--- src/rtl/dbs_pkg.sv ---
package dbs_pkg;
  typedef enum logic [2:0] {
    ST_IDLE,
    ST_ISSUE,
    ST_WAITB,
    ST_DELAY,
    ST_ERROR
  } seq_state_t;

  localparam int N_STEPS       = 8;
  localparam int STEP_W        = $clog2(N_STEPS);
  localparam int STEP_LAST_RST = 1;

  localparam logic [7:0] OFF_RD_CTRL = 8'h00;
  localparam logic [7:0] OFF_RD_SRC  = 8'h18;
  localparam logic [7:0] OFF_RD_LEN  = 8'h28;
  localparam logic [7:0] OFF_WR_CTRL = 8'h30;
  localparam logic [7:0] OFF_WR_DST  = 8'h48;
  localparam logic [7:0] OFF_WR_LEN  = 8'h58;

  localparam int CTRL_RUN_BIT = 0;
  localparam int CTRL_RST_BIT = 2;

  localparam logic [1:0] RESP_OKAY = 2'b00;
endpackage

--- src/rtl/dbs_step_map.sv ---
module dbs_step_map
  import dbs_pkg::*;
#(
  parameter int ADDR_W = 32,
  parameter int DATA_W = 32,
  parameter int LEN_W  = 26,
  parameter logic [ADDR_W-1:0] REG_BASE = '0
) (
  input  logic [STEP_W-1:0] step,
  input  logic [DATA_W-1:0] src,
  input  logic [DATA_W-1:0] dst,
  input  logic [LEN_W-1:0]  len,
  output logic [ADDR_W-1:0] reg_addr,
  output logic [DATA_W-1:0] reg_data
);
  localparam logic [DATA_W-1:0] CTRL_RST = DATA_W'(1) << CTRL_RST_BIT;
  localparam logic [DATA_W-1:0] CTRL_RUN = DATA_W'(1) << CTRL_RUN_BIT;

  logic [7:0] offset;

  always_comb begin
    case (step)
      3'd0:    begin offset = OFF_RD_CTRL; reg_data = CTRL_RST;        end
      3'd1:    begin offset = OFF_WR_CTRL; reg_data = CTRL_RST;        end
      3'd2:    begin offset = OFF_WR_DST;  reg_data = dst;             end
      3'd3:    begin offset = OFF_WR_CTRL; reg_data = CTRL_RUN;        end
      3'd4:    begin offset = OFF_WR_LEN;  reg_data = DATA_W'(len);    end
      3'd5:    begin offset = OFF_RD_SRC;  reg_data = src;             end
      3'd6:    begin offset = OFF_RD_CTRL; reg_data = CTRL_RUN;        end
      default: begin offset = OFF_RD_LEN;  reg_data = DATA_W'(len);    end
    endcase
  end

  assign reg_addr = REG_BASE + ADDR_W'(offset);
endmodule

--- src/rtl/dbs_delay.sv ---
module dbs_delay #(
  parameter int WAIT_W = 8
) (
  input  logic              clk,
  input  logic              rst_n,
  input  logic              load,
  input  logic [WAIT_W-1:0] load_val,
  input  logic              en,
  output logic              expired
);
  logic [WAIT_W-1:0] cnt_q;
  logic [WAIT_W-1:0] cnt_d;

  always_comb begin
    cnt_d = cnt_q;
    if (load)
      cnt_d = load_val;
    else if (en && (cnt_q != '0))
      cnt_d = cnt_q - 1'b1;
  end

  always_ff @(posedge clk or negedge rst_n) begin
    if (!rst_n) cnt_q <= '0;
    else        cnt_q <= cnt_d;
  end

  assign expired = (cnt_q == '0);
endmodule

--- src/rtl/dbs_axil_wr.sv ---
module dbs_axil_wr #(
  parameter int ADDR_W = 32,
  parameter int DATA_W = 32
) (
  input  logic                clk,
  input  logic                rst_n,
  input  logic                req,
  input  logic [ADDR_W-1:0]   req_addr,
  input  logic [DATA_W-1:0]   req_data,
  output logic                wr_done,
  output logic [1:0]          wr_resp,
  output logic [ADDR_W-1:0]   m_awaddr,
  output logic                m_awvalid,
  input  logic                m_awready,
  output logic [DATA_W-1:0]   m_wdata,
  output logic [DATA_W/8-1:0] m_wstrb,
  output logic                m_wvalid,
  input  logic                m_wready,
  input  logic [1:0]          m_bresp,
  input  logic                m_bvalid,
  output logic                m_bready
);
  localparam int STRB_W = DATA_W / 8;

  logic              awv_q, wv_q, pend_q;
  logic              awv_d, wv_d, pend_d;
  logic [ADDR_W-1:0] addr_q;
  logic [DATA_W-1:0] data_q;
  logic              aw_fire, w_fire, b_fire;

  assign aw_fire = awv_q && m_awready;
  assign w_fire  = wv_q && m_wready;
  assign b_fire  = m_bready && m_bvalid;

  always_comb begin
    awv_d  = awv_q;
    wv_d   = wv_q;
    pend_d = pend_q;
    if (req) begin
      awv_d  = 1'b1;
      wv_d   = 1'b1;
      pend_d = 1'b1;
    end else begin
      if (aw_fire) awv_d  = 1'b0;
      if (w_fire)  wv_d   = 1'b0;
      if (b_fire)  pend_d = 1'b0;
    end
  end

  always_ff @(posedge clk or negedge rst_n) begin
    if (!rst_n) begin
      awv_q  <= 1'b0;
      wv_q   <= 1'b0;
      pend_q <= 1'b0;
    end else begin
      awv_q  <= awv_d;
      wv_q   <= wv_d;
      pend_q <= pend_d;
    end
  end

  always_ff @(posedge clk) begin
    if (req) begin
      addr_q <= req_addr;
      data_q <= req_data;
    end
  end

  assign m_awaddr  = addr_q;
  assign m_awvalid = awv_q;
  assign m_wdata   = data_q;
  assign m_wstrb   = {STRB_W{1'b1}};
  assign m_wvalid  = wv_q;
  assign m_bready  = pend_q && !awv_q && !wv_q;
  assign wr_done   = b_fire;
  assign wr_resp   = m_bresp;
endmodule

--- src/rtl/dma_bringup_seq.sv ---
module dma_bringup_seq
  import dbs_pkg::*;
#(
  parameter int ADDR_W = 32,
  parameter int DATA_W = 32,
  parameter int LEN_W  = 26,
  parameter int WAIT_W = 8,
  parameter logic [ADDR_W-1:0] REG_BASE = 32'h4040_0000
) (
  input  logic                clk,
  input  logic                rst_n,
  input  logic                start,
  input  logic [DATA_W-1:0]   src_addr,
  input  logic [DATA_W-1:0]   dst_addr,
  input  logic [LEN_W-1:0]    byte_len,
  input  logic [WAIT_W-1:0]   rst_wait,
  output logic                busy,
  output logic                done,
  output logic                error,
  output logic [ADDR_W-1:0]   m_awaddr,
  output logic                m_awvalid,
  input  logic                m_awready,
  output logic [DATA_W-1:0]   m_wdata,
  output logic [DATA_W/8-1:0] m_wstrb,
  output logic                m_wvalid,
  input  logic                m_wready,
  input  logic [1:0]          m_bresp,
  input  logic                m_bvalid,
  output logic                m_bready
);
  localparam logic [STEP_W-1:0] STEP_LAST = STEP_W'(N_STEPS - 1);
  localparam logic [STEP_W-1:0] STEP_RST  = STEP_W'(STEP_LAST_RST);

  seq_state_t        state_q, state_d;
  logic [STEP_W-1:0] step_q, step_d;
  logic              done_q, done_d;
  logic              cap_en, issue, dly_load, dly_expired;
  logic              wr_done;
  logic [1:0]        wr_resp;
  logic [DATA_W-1:0] src_q, dst_q;
  logic [LEN_W-1:0]  len_q;
  logic [ADDR_W-1:0] step_addr;
  logic [DATA_W-1:0] step_data;

  always_comb begin
    state_d  = state_q;
    step_d   = step_q;
    done_d   = 1'b0;
    cap_en   = 1'b0;
    issue    = 1'b0;
    dly_load = 1'b0;
    case (state_q)
      ST_IDLE, ST_ERROR: begin
        if (start) begin
          state_d = ST_ISSUE;
          step_d  = '0;
          cap_en  = 1'b1;
        end
      end
      ST_ISSUE: begin
        issue   = 1'b1;
        state_d = ST_WAITB;
      end
      ST_WAITB: begin
        if (wr_done) begin
          if (wr_resp != RESP_OKAY) begin
            state_d = ST_ERROR;
          end else if (step_q == STEP_LAST) begin
            state_d = ST_IDLE;
            done_d  = 1'b1;
          end else begin
            step_d = step_q + 1'b1;
            if (step_q == STEP_RST) begin
              dly_load = 1'b1;
              state_d  = ST_DELAY;
            end else begin
              state_d = ST_ISSUE;
            end
          end
        end
      end
      ST_DELAY: begin
        if (dly_expired) state_d = ST_ISSUE;
      end
      default: state_d = ST_IDLE;
    endcase
  end

  always_ff @(posedge clk or negedge rst_n) begin
    if (!rst_n) begin
      state_q <= ST_IDLE;
      step_q  <= '0;
      done_q  <= 1'b0;
    end else begin
      state_q <= state_d;
      step_q  <= step_d;
      done_q  <= done_d;
    end
  end

  always_ff @(posedge clk) begin
    if (cap_en) begin
      src_q <= src_addr;
      dst_q <= dst_addr;
      len_q <= byte_len;
    end
  end

  dbs_step_map #(
    .ADDR_W(ADDR_W), .DATA_W(DATA_W), .LEN_W(LEN_W), .REG_BASE(REG_BASE)
  ) u_map (
    .step(step_q), .src(src_q), .dst(dst_q), .len(len_q),
    .reg_addr(step_addr), .reg_data(step_data)
  );

  dbs_delay #(.WAIT_W(WAIT_W)) u_dly (
    .clk(clk), .rst_n(rst_n), .load(dly_load), .load_val(rst_wait),
    .en(state_q == ST_DELAY), .expired(dly_expired)
  );

  dbs_axil_wr #(.ADDR_W(ADDR_W), .DATA_W(DATA_W)) u_wr (
    .clk(clk), .rst_n(rst_n), .req(issue), .req_addr(step_addr),
    .req_data(step_data), .wr_done(wr_done), .wr_resp(wr_resp),
    .m_awaddr(m_awaddr), .m_awvalid(m_awvalid), .m_awready(m_awready),
    .m_wdata(m_wdata), .m_wstrb(m_wstrb), .m_wvalid(m_wvalid),
    .m_wready(m_wready), .m_bresp(m_bresp), .m_bvalid(m_bvalid),
    .m_bready(m_bready)
  );

  assign busy  = (state_q != ST_IDLE) && (state_q != ST_ERROR);
  assign done  = done_q;
  assign error = (state_q == ST_ERROR);
endmodule

--- config.mk ---
export PLATFORM = sky130hd
export DESIGN_NAME = dma_bringup_seq
export DESIGN_NICKNAME = d
export VERILOG_FILES = /design/src/rtl/dbs_pkg.sv /design/src/rtl/dbs_step_map.sv /design/src/rtl/dbs_delay.sv /design/src/rtl/dbs_axil_wr.sv /design/src/rtl/dma_bringup_seq.sv
export SDC_FILE = /design/constraint.sdc
export NUM_CORES = 1
export LEC_CHECK = 0
export BUFFER_PORTS_ARGS = -buffer_cell sky130_fd_sc_hd__buf_2
export CORE_MARGIN = 4
export CORE_UTILIZATION = 40
export DETAILED_ROUTE_END_ITERATION = 10
export PLACE_DENSITY_LB_ADDON = 0.15
export SLEW_MARGIN = 20
export SYNTH_ARGS = -nofsm -noshare
export SYNTH_HDL_FRONTEND = slang
export SYNTH_SLANG_ARGS = --single-unit
--- constraint.sdc ---
create_clock -name clk -period 9.4 [get_ports clk]
set_input_delay 0.47 -clock clk [delete_from_list [all_inputs] [get_ports clk]]
set_output_delay 0.47 -clock clk [all_outputs]
set_load 0.05 [all_outputs]
==> results of run 1 <==
[metal layers]
metal | track usage (%) | vias up | share of wire, %
met1 | 16.5 | 1598 | 39
met5 | 0 | - | 0
met3 | 6.17 | 14 | 9.0
li1 | - | 1643 | -
met2 | 24.0 | 127 | 50
met4 | 6.18 | 0 | 1.5
[power by group]
part	switching, mW	internal [mW]
combinational	0.411	0.145
sequential	0.0667	0.891
clock	0.268	0.393
total	0.745	1.43
[placed cells by master (no fill, tap or decap), types with 4 or more instances in the layout]
cell and count:
buf_2 147, nand2_1 7, inv_1 9, clkbuf_16 17
a211oi_1 4, a21oi_1 8, o21ai_1 7, ha_1 8
mux2i_1 4, a21o_1 29, edfxtp_1 126, nand3_1 4
xnor2_1 4, nor2_1 15, nor3_1 6, a22o_1 30
dfrtp_1 18, conb_1 32
[sequential cells by signal (all words and copies together), names as in the netlist]
name            cells
done                1
dst_q              32
src_q              32
step_q              3
state_q             3
u_wr.m_wdata       32
u_dly.cnt_q         8
u_wr.pend_q         1
u_wr.m_wvalid       1
u_wr.m_awaddr       4
len_q              26
u_wr.m_awvalid      1
[path summary, 6_finish.rpt]
kind / start / end / cells after the start
max: step_q[0] / u_wr.m_wdata[15] / 6
min: dst_addr[24] / dst_q[24] / 1
max reg2reg: step_q[0] / u_wr.m_wdata[15] / 6
min reg2reg: u_wr.pend_q / u_wr.pend_q / 1
max in group asynchronous: rst_n / u_dly.cnt_q[6] / 2
min in group asynchronous: rst_n / u_dly.cnt_q[2] / 2
[timing repair]
item | 4_1_cts | 5_1_grt
endpoints found under the hold margin | 9 | 0
buffers inserted | 0 | 0
hold buffers | 1 | 0
[cell type report]
type	count	area (um2)	share of cell area (%)
clock buffers	17	425	5.91
repair buffers	152	787	10.9
clock inverters	15	159	2.21
multi-input cells	195	1330	18.4
well taps	180	225	3.13
flip-flops and latches	144	4230	58.8
inverters	11	41.3	0.574
[kinds of logic after synthesis]
logic type | after synthesis | share of synthesized area (%)
flip-flops | 144 | 73.4
buffers and inverters | 57 | 5.83
multiplexers | 4 | 0.694
AND/OR/NAND/NOR | 57 | 5.85
other | 2 | 0.130
adder cells (fa/ha/maj) | 8 | 1.73
XOR/XNOR | 4 | 0.607
AO/OA/AOI/OAI | 90 | 11.8
[worst reg2reg max path, delay by kind of cell, from the launching register on]
kind                     cells  cell delay [ns]
AND/OR/NAND/NOR              1             0.69
buffers and inverters        2             0.47
flip-flops                   1             0.44
adder cells (fa/ha/maj)      1             0.34
AO/OA/AOI/OAI                2             0.27
[synthesized netlist by cell type, types with 2 or more instances]
cell / instances
a21o_1: 29
nand3_1: 4
a21oi_1: 8
clkbuf_1: 12
o21ai_1: 7
nor2b_1: 3
buf_4: 32
dfrtp_1: 18
buf_2: 2
and3_1: 2
nand4b_1: 2
o2bb2ai_1: 2
mux2i_1: 4
a22o_1: 30
inv_1: 10
or2_1: 2
xnor2_1: 4
or3_1: 2
nor2_1: 15
nor3_1: 6
ha_1: 8
nor3b_2: 2
nand2_1: 7
o21ai_0: 3
edfxtp_1: 126
nor3b_1: 2
a211oi_1: 4
and2_1: 2
conb_1: 2
[per-stage QoR]
step                hold WS [ns]  cell area (um2)
CTS                        0.200             7200
global route               0.198             7200
finish                     0.220             7200
detailed placement         0.445             6600
global placement           0.436             6590
floorplan                  0.174             5880
==> summary.txt, run 1 <==
Run status
  • Status: complete, no violations

Global routing
  • First-pass GRT wire length: 17.7 mm
  • Aggregate global routing overflow: 0
  • GRT Util Overall: about 14%
  • Via count of the first global-routing pass: ~3500
  • Number of antenna violations at the first check in global routing: 0
  • Largest net degree at the start of global routing: between 90 and 100

Floorplanning
  • Initial Utilization: 41.3%
  • Total number of placement rows: 43
  • IO Count: 180
  • Area of the die: 16400 um2
  • Die H: ~130 um
  • Placeable core region: around 14000 um2
  • Die width: around 130 um

Critical path
  • Setup CP Type: reg2reg
  • Reg-to-reg setup timing slack: around 7.1 ns
  • CP Max Fanout: 17
  • Top delay family on crit path: simple AND/OR/NAND/NOR gates
  • Endpoint arrival time on the critical path: about 2.6 ns
  • CP peak stage delay: 0.69 ns
  • Sum of buffers and inverters on the critical path: 2
  • Critical path endpoint category: flip-flop
  • Sequence of cells on the critical path: inv_1 -> ha_1 -> nor2b_2 -> buf_4 -> a22o_1 -> a21o_1
  • Sort of element at the start of the critical path: flip-flop
  • CP required: just under 10 ns
  • Master of the slowest instance on the critical path: nor2b_2

Final layout
  • End-of-flow core utilization: about half
  • Layout Nets: 635
  • Proportion of layout cells with a drive suffix above 1: between 30% and 40%
  • Fillers: between 1000 and 1500
  • Number of standard cells in the final layout excluding fillers: approximately 710
  • Area growth syn-to-layout: 24.7%
  • Diode insertion count for antenna repair: 0

Yosys
  • Sequential share of the synthesized area: 73.4%
  • Ranking of synthesized cells by area: edfxtp_1, dfrtp_1, a22o_1, buf_4, a21o_1
  • Async S/R FF share, synth: approximately 13%
  • Dominant synthesized flop cell: edfxtp_1
  • Yosys warning count: 0
  • Post-Syn Area per Cell: between 15 and 20 um2
  • Cells after synthesis: about 370
  • Share of the synthesized area in the top cell type: approximately two thirds
  • Count of different cell masters after synthesis: 45
  • Total of flip-flops plus latches after synthesis: 144
  • Netlist area before placement: 5770 um2
  • Number of synthesized flops with an enable pin: about 130
  • Cell accounting for the most synthesized area: edfxtp_1

Clock tree
  • Register clock-pin slew on the reported worst setup and hold paths: roughly 0.07 ns
  • Buffer levels on the longest clock path: 2
  • CTS Buf Count: 17
  • Level count of the clock H-tree: 4
  • CTS tree: built
  • Latest clock arrival within the worst-skew pair: 0.42 ns
  • Clock Sinks: approximately 140
  • Post-CTS resize count: 0
  • Buffer cell driving the clock tree root: clkbuf_16

Timing
  • Final worst-path setup slack: slightly above 7 ns
  • Period utilisation layout: 24.7%
  • Clock Skews: about 0.0091 ns
  • Period minus WS final: about 2.3 ns
  • Unrepaired setup endpoints after global routing: no
  • Slew @ Worst Pin: 0.909 ns
  • Fmax: between 400 and 500 MHz
  • Final-report hold violation count: 0
  • Setup-violating endpoint count in the final report: 0
  • Worst-case headroom to the max-slew limit: approximately 39%
  • Aggregate negative setup slack: 0 ns
  • Final Max Tran Viols: 0

Detailed routing
  • Number of optimization iterations in the first detailed-route pass: 4
  • Vias after detailed routing: ~3400
  • Number of DRC markers in iteration 0: roughly 250
  • Remaining DRCs: 0
  • DRT antenna net count: 0
  • Vias per inst: about 4.7
  • Detailed-route wire length per cell: about 16 um
  • Detailed Route WL: around 12 mm

Place
  • DP Worst Slack: 7.02 ns
  • Final weighted congestion of routability-driven global placement: roughly 0.78
  • Half-perimeter wire length after detailed placement: between 7 and 8 mm
  • Number of buffers inserted by port buffering: between 100 and 150
  • Placed insts: slightly below 700

Job
  • # Max-Cap Violations: 0

Power and ir drop
  • Highest ir drop seen on vdd: about 0.00018 V
  • Total power consumption of the routed design: 2.17 mW
  • Static leakage: slightly above 3 nW
  • Power Dens Cells: ~300 nW/um2

Hold path
  • Kind of path behind the tightest hold check: in2reg
Power figures use the tool's default switching activity.
==> run 2, diff against run 1 <==
==> constraint.sdc (replaced) <==
create_clock -name clk -period 2.4 [get_ports clk]
set_input_delay 0.12 -clock clk [delete_from_list [all_inputs] [get_ports clk]]
set_output_delay 0.12 -clock clk [all_outputs]
set_load 0.05 [all_outputs]
==> summary.txt, run 2 (synthesis results as in run 1) <==
Run status
  • Status: complete, no violations

Floorplanning
  • Die width: 128 um
  • Initial Utilization: 41.3%
  • Die H: roughly 130 um
  • IO Count: 180
  • Area of the die: ~16000 um2
  • Placeable core region: approximately 14000 um2
  • Total number of placement rows: 43

Critical path
  • CP peak stage delay: 0.76 ns
  • Critical path endpoint category: flip-flop
  • Sequence of cells on the critical path: inv_1 -> ha_1 -> nor2b_4 -> a22o_1 -> a21o_1
  • CP required: approximately 2.7 ns
  • Top delay family on crit path: simple AND/OR/NAND/NOR gates
  • Setup CP Type: reg2reg
  • Sum of buffers and inverters on the critical path: 1
  • CP Max Fanout: 31
  • Endpoint arrival time on the critical path: roughly 2.5 ns
  • Sort of element at the start of the critical path: flip-flop
  • Master of the slowest instance on the critical path: nor2b_4

Job
  • # Max-Cap Violations: 0

Timing
  • Clock Skews: just over 0.01 ns
  • Worst hold slack: approximately 0.043 ns
  • Period utilisation layout: 90.9%
  • Worst-case headroom to the max-slew limit: 44.6%
  • Setup-violating endpoint count in the final report: 0
  • Final-report hold violation count: 0
  • Unrepaired setup endpoints after global routing: no
  • Final Max Tran Viols: 0
  • Slew @ Worst Pin: slightly above 0.8 ns
  • Fmax: 458 MHz
  • Period minus WS final: about 2.2 ns
  • Aggregate negative setup slack: 0 ns

Hold path
  • Kind of path behind the tightest hold check: in2reg

Global routing
  • Largest net degree at the start of global routing: 56
  • Aggregate global routing overflow: 0
  • Number of antenna violations at the first check in global routing: 0
  • GRT Util Overall: between 10% and 20%
  • First-pass GRT wire length: approximately 21 mm
  • Via count of the first global-routing pass: between 4000 and 5000

Power and ir drop
  • Static leakage: approximately 3.5 nW
  • Highest ir drop seen on vdd: 0.000633 V
  • Power Dens Cells: 1040 nW/um2
  • Total power consumption of the routed design: about 8.6 mW

Clock tree
  • Register clock-pin slew on the reported worst setup and hold paths: ~0.05 ns
  • Latest clock arrival within the worst-skew pair: about 0.42 ns
  • Buffer cell driving the clock tree root: clkbuf_16
  • Buffer levels on the longest clock path: 2
  • Setup fix buffers added after clock tree synthesis: 0
  • Level count of the clock H-tree: 4
  • CTS Buf Count: 17
  • CTS hold repair buffers: 102
  • Post-CTS resize count: 0
  • CTS tree: built
  • Clock Sinks: 144

Detailed routing
  • Detailed-route wire length per cell: roughly 16 um
  • Remaining DRCs: 0
  • Detailed Route WL: 13.0 mm
  • Number of optimization iterations in the first detailed-route pass: 4
  • DRT antenna net count: 0
  • Vias per inst: approximately 4.7
  • Vias after detailed routing: between 3000 and 4000
  • Number of DRC markers in iteration 0: roughly 190

Final layout
  • End-of-flow core utilization: 59.0%
  • Commonest cells after routing, fill and taps aside: buf_2, edfxtp_1, dlygate4sd3_1
  • Finished layout cell area: roughly 8300 um2
  • Most common cell after layout, fill and taps aside: buf_2
  • Area growth syn-to-layout: 43.1%
  • Proportion of layout cells with a drive suffix above 1: a little under a third
  • Diode insertion count for antenna repair: 0
  • Layout Nets: 740

Place
  • Half-perimeter wire length after detailed placement: 7.79 mm
  • Final weighted congestion of routability-driven global placement: about 0.80
  • Placed Instance Area: between 6000 and 7000 um2
  • Number of buffers inserted by port buffering: roughly 150
-- run 2: cell types whose count changed in the layout (fill, tap and decap cells not counted), moves of 2 or more --
cell | before | now
dlygate4sd3_1 | 1 | 102
buf_12 | 0 | 3
clkinv_4 | 3 | 0
buf_4 | 2 | 4
clkinv_1 | 2 | 4
clkinv_2 | 1 | 3
inv_6 | 3 | 1
-- run 2: area by class of cell --
| type | instances | area (um2) |
|---|---|---|
| multi-input cells | 195 | 1340 |
| repair buffers | 257 | 1860 |
| clock inverters | 13 | 121 |
| clock buffers | 18 | 429 |
| well taps | 180 | 225 |
| fillers | 1120 | 5730 |
| flip-flops and latches | 144 | 4240 |
| inverters | 11 | 41.3 |
-- run 2: worst register-to-register path, cell delays in order, from the launching register on --
cell and delay, ns:
dfrtp_1 0.44, inv_1 0.11, ha_1 0.36, nor2b_4 0.76
a22o_1 0.29, a21o_1 0.09
-- run 2: metal layers --
layer / track usage (%) / routed length, um / vias to the layer above
met5: 0 / 0 / -
met4: 6.18 / 219 / 0
met3: 6.83 / 1070 / 20
met2: 29.0 / 6710 / 139
met1: 18.6 / 5030 / 1846
li1: - / - / 1850
-- run 2: final timing paths --
| path | start | to | slack, ns | cells after the start |
|---|---|---|---|---|
| max | step_q[0] | u_wr.m_wdata[16] | 0.22 | 5 |
| min | m_bresp[0] | state_q[2] | 0.04 | 3 |
| max reg2reg | step_q[0] | u_wr.m_wdata[16] | 0.22 | 5 |
| min reg2reg | u_wr.pend_q | u_wr.pend_q | 0.50 | 1 |
| max in group asynchronous | rst_n | state_q[1] | 1.88 | 2 |
| min in group asynchronous | rst_n | u_dly.cnt_q[3] | 0.18 | 2 |
-- run 2: metrics by stage --
step,std cells,setup WS [ns]
2_1_floorplan,396,-1.04
3_3_place_gp,684,0.170
3_5_place_dp,684,0.123
4_1_cts,817,0.117
5_1_grt,818,0.0267
6_report,818,0.219
-- run 2: where the power goes --
part	switching [mW]	internal (mW)	total [mW]
registers	0.269	3.48	3.75
clock network	0.965	1.50	2.47
logic	1.65	0.740	2.39
total	2.89	5.72	8.61
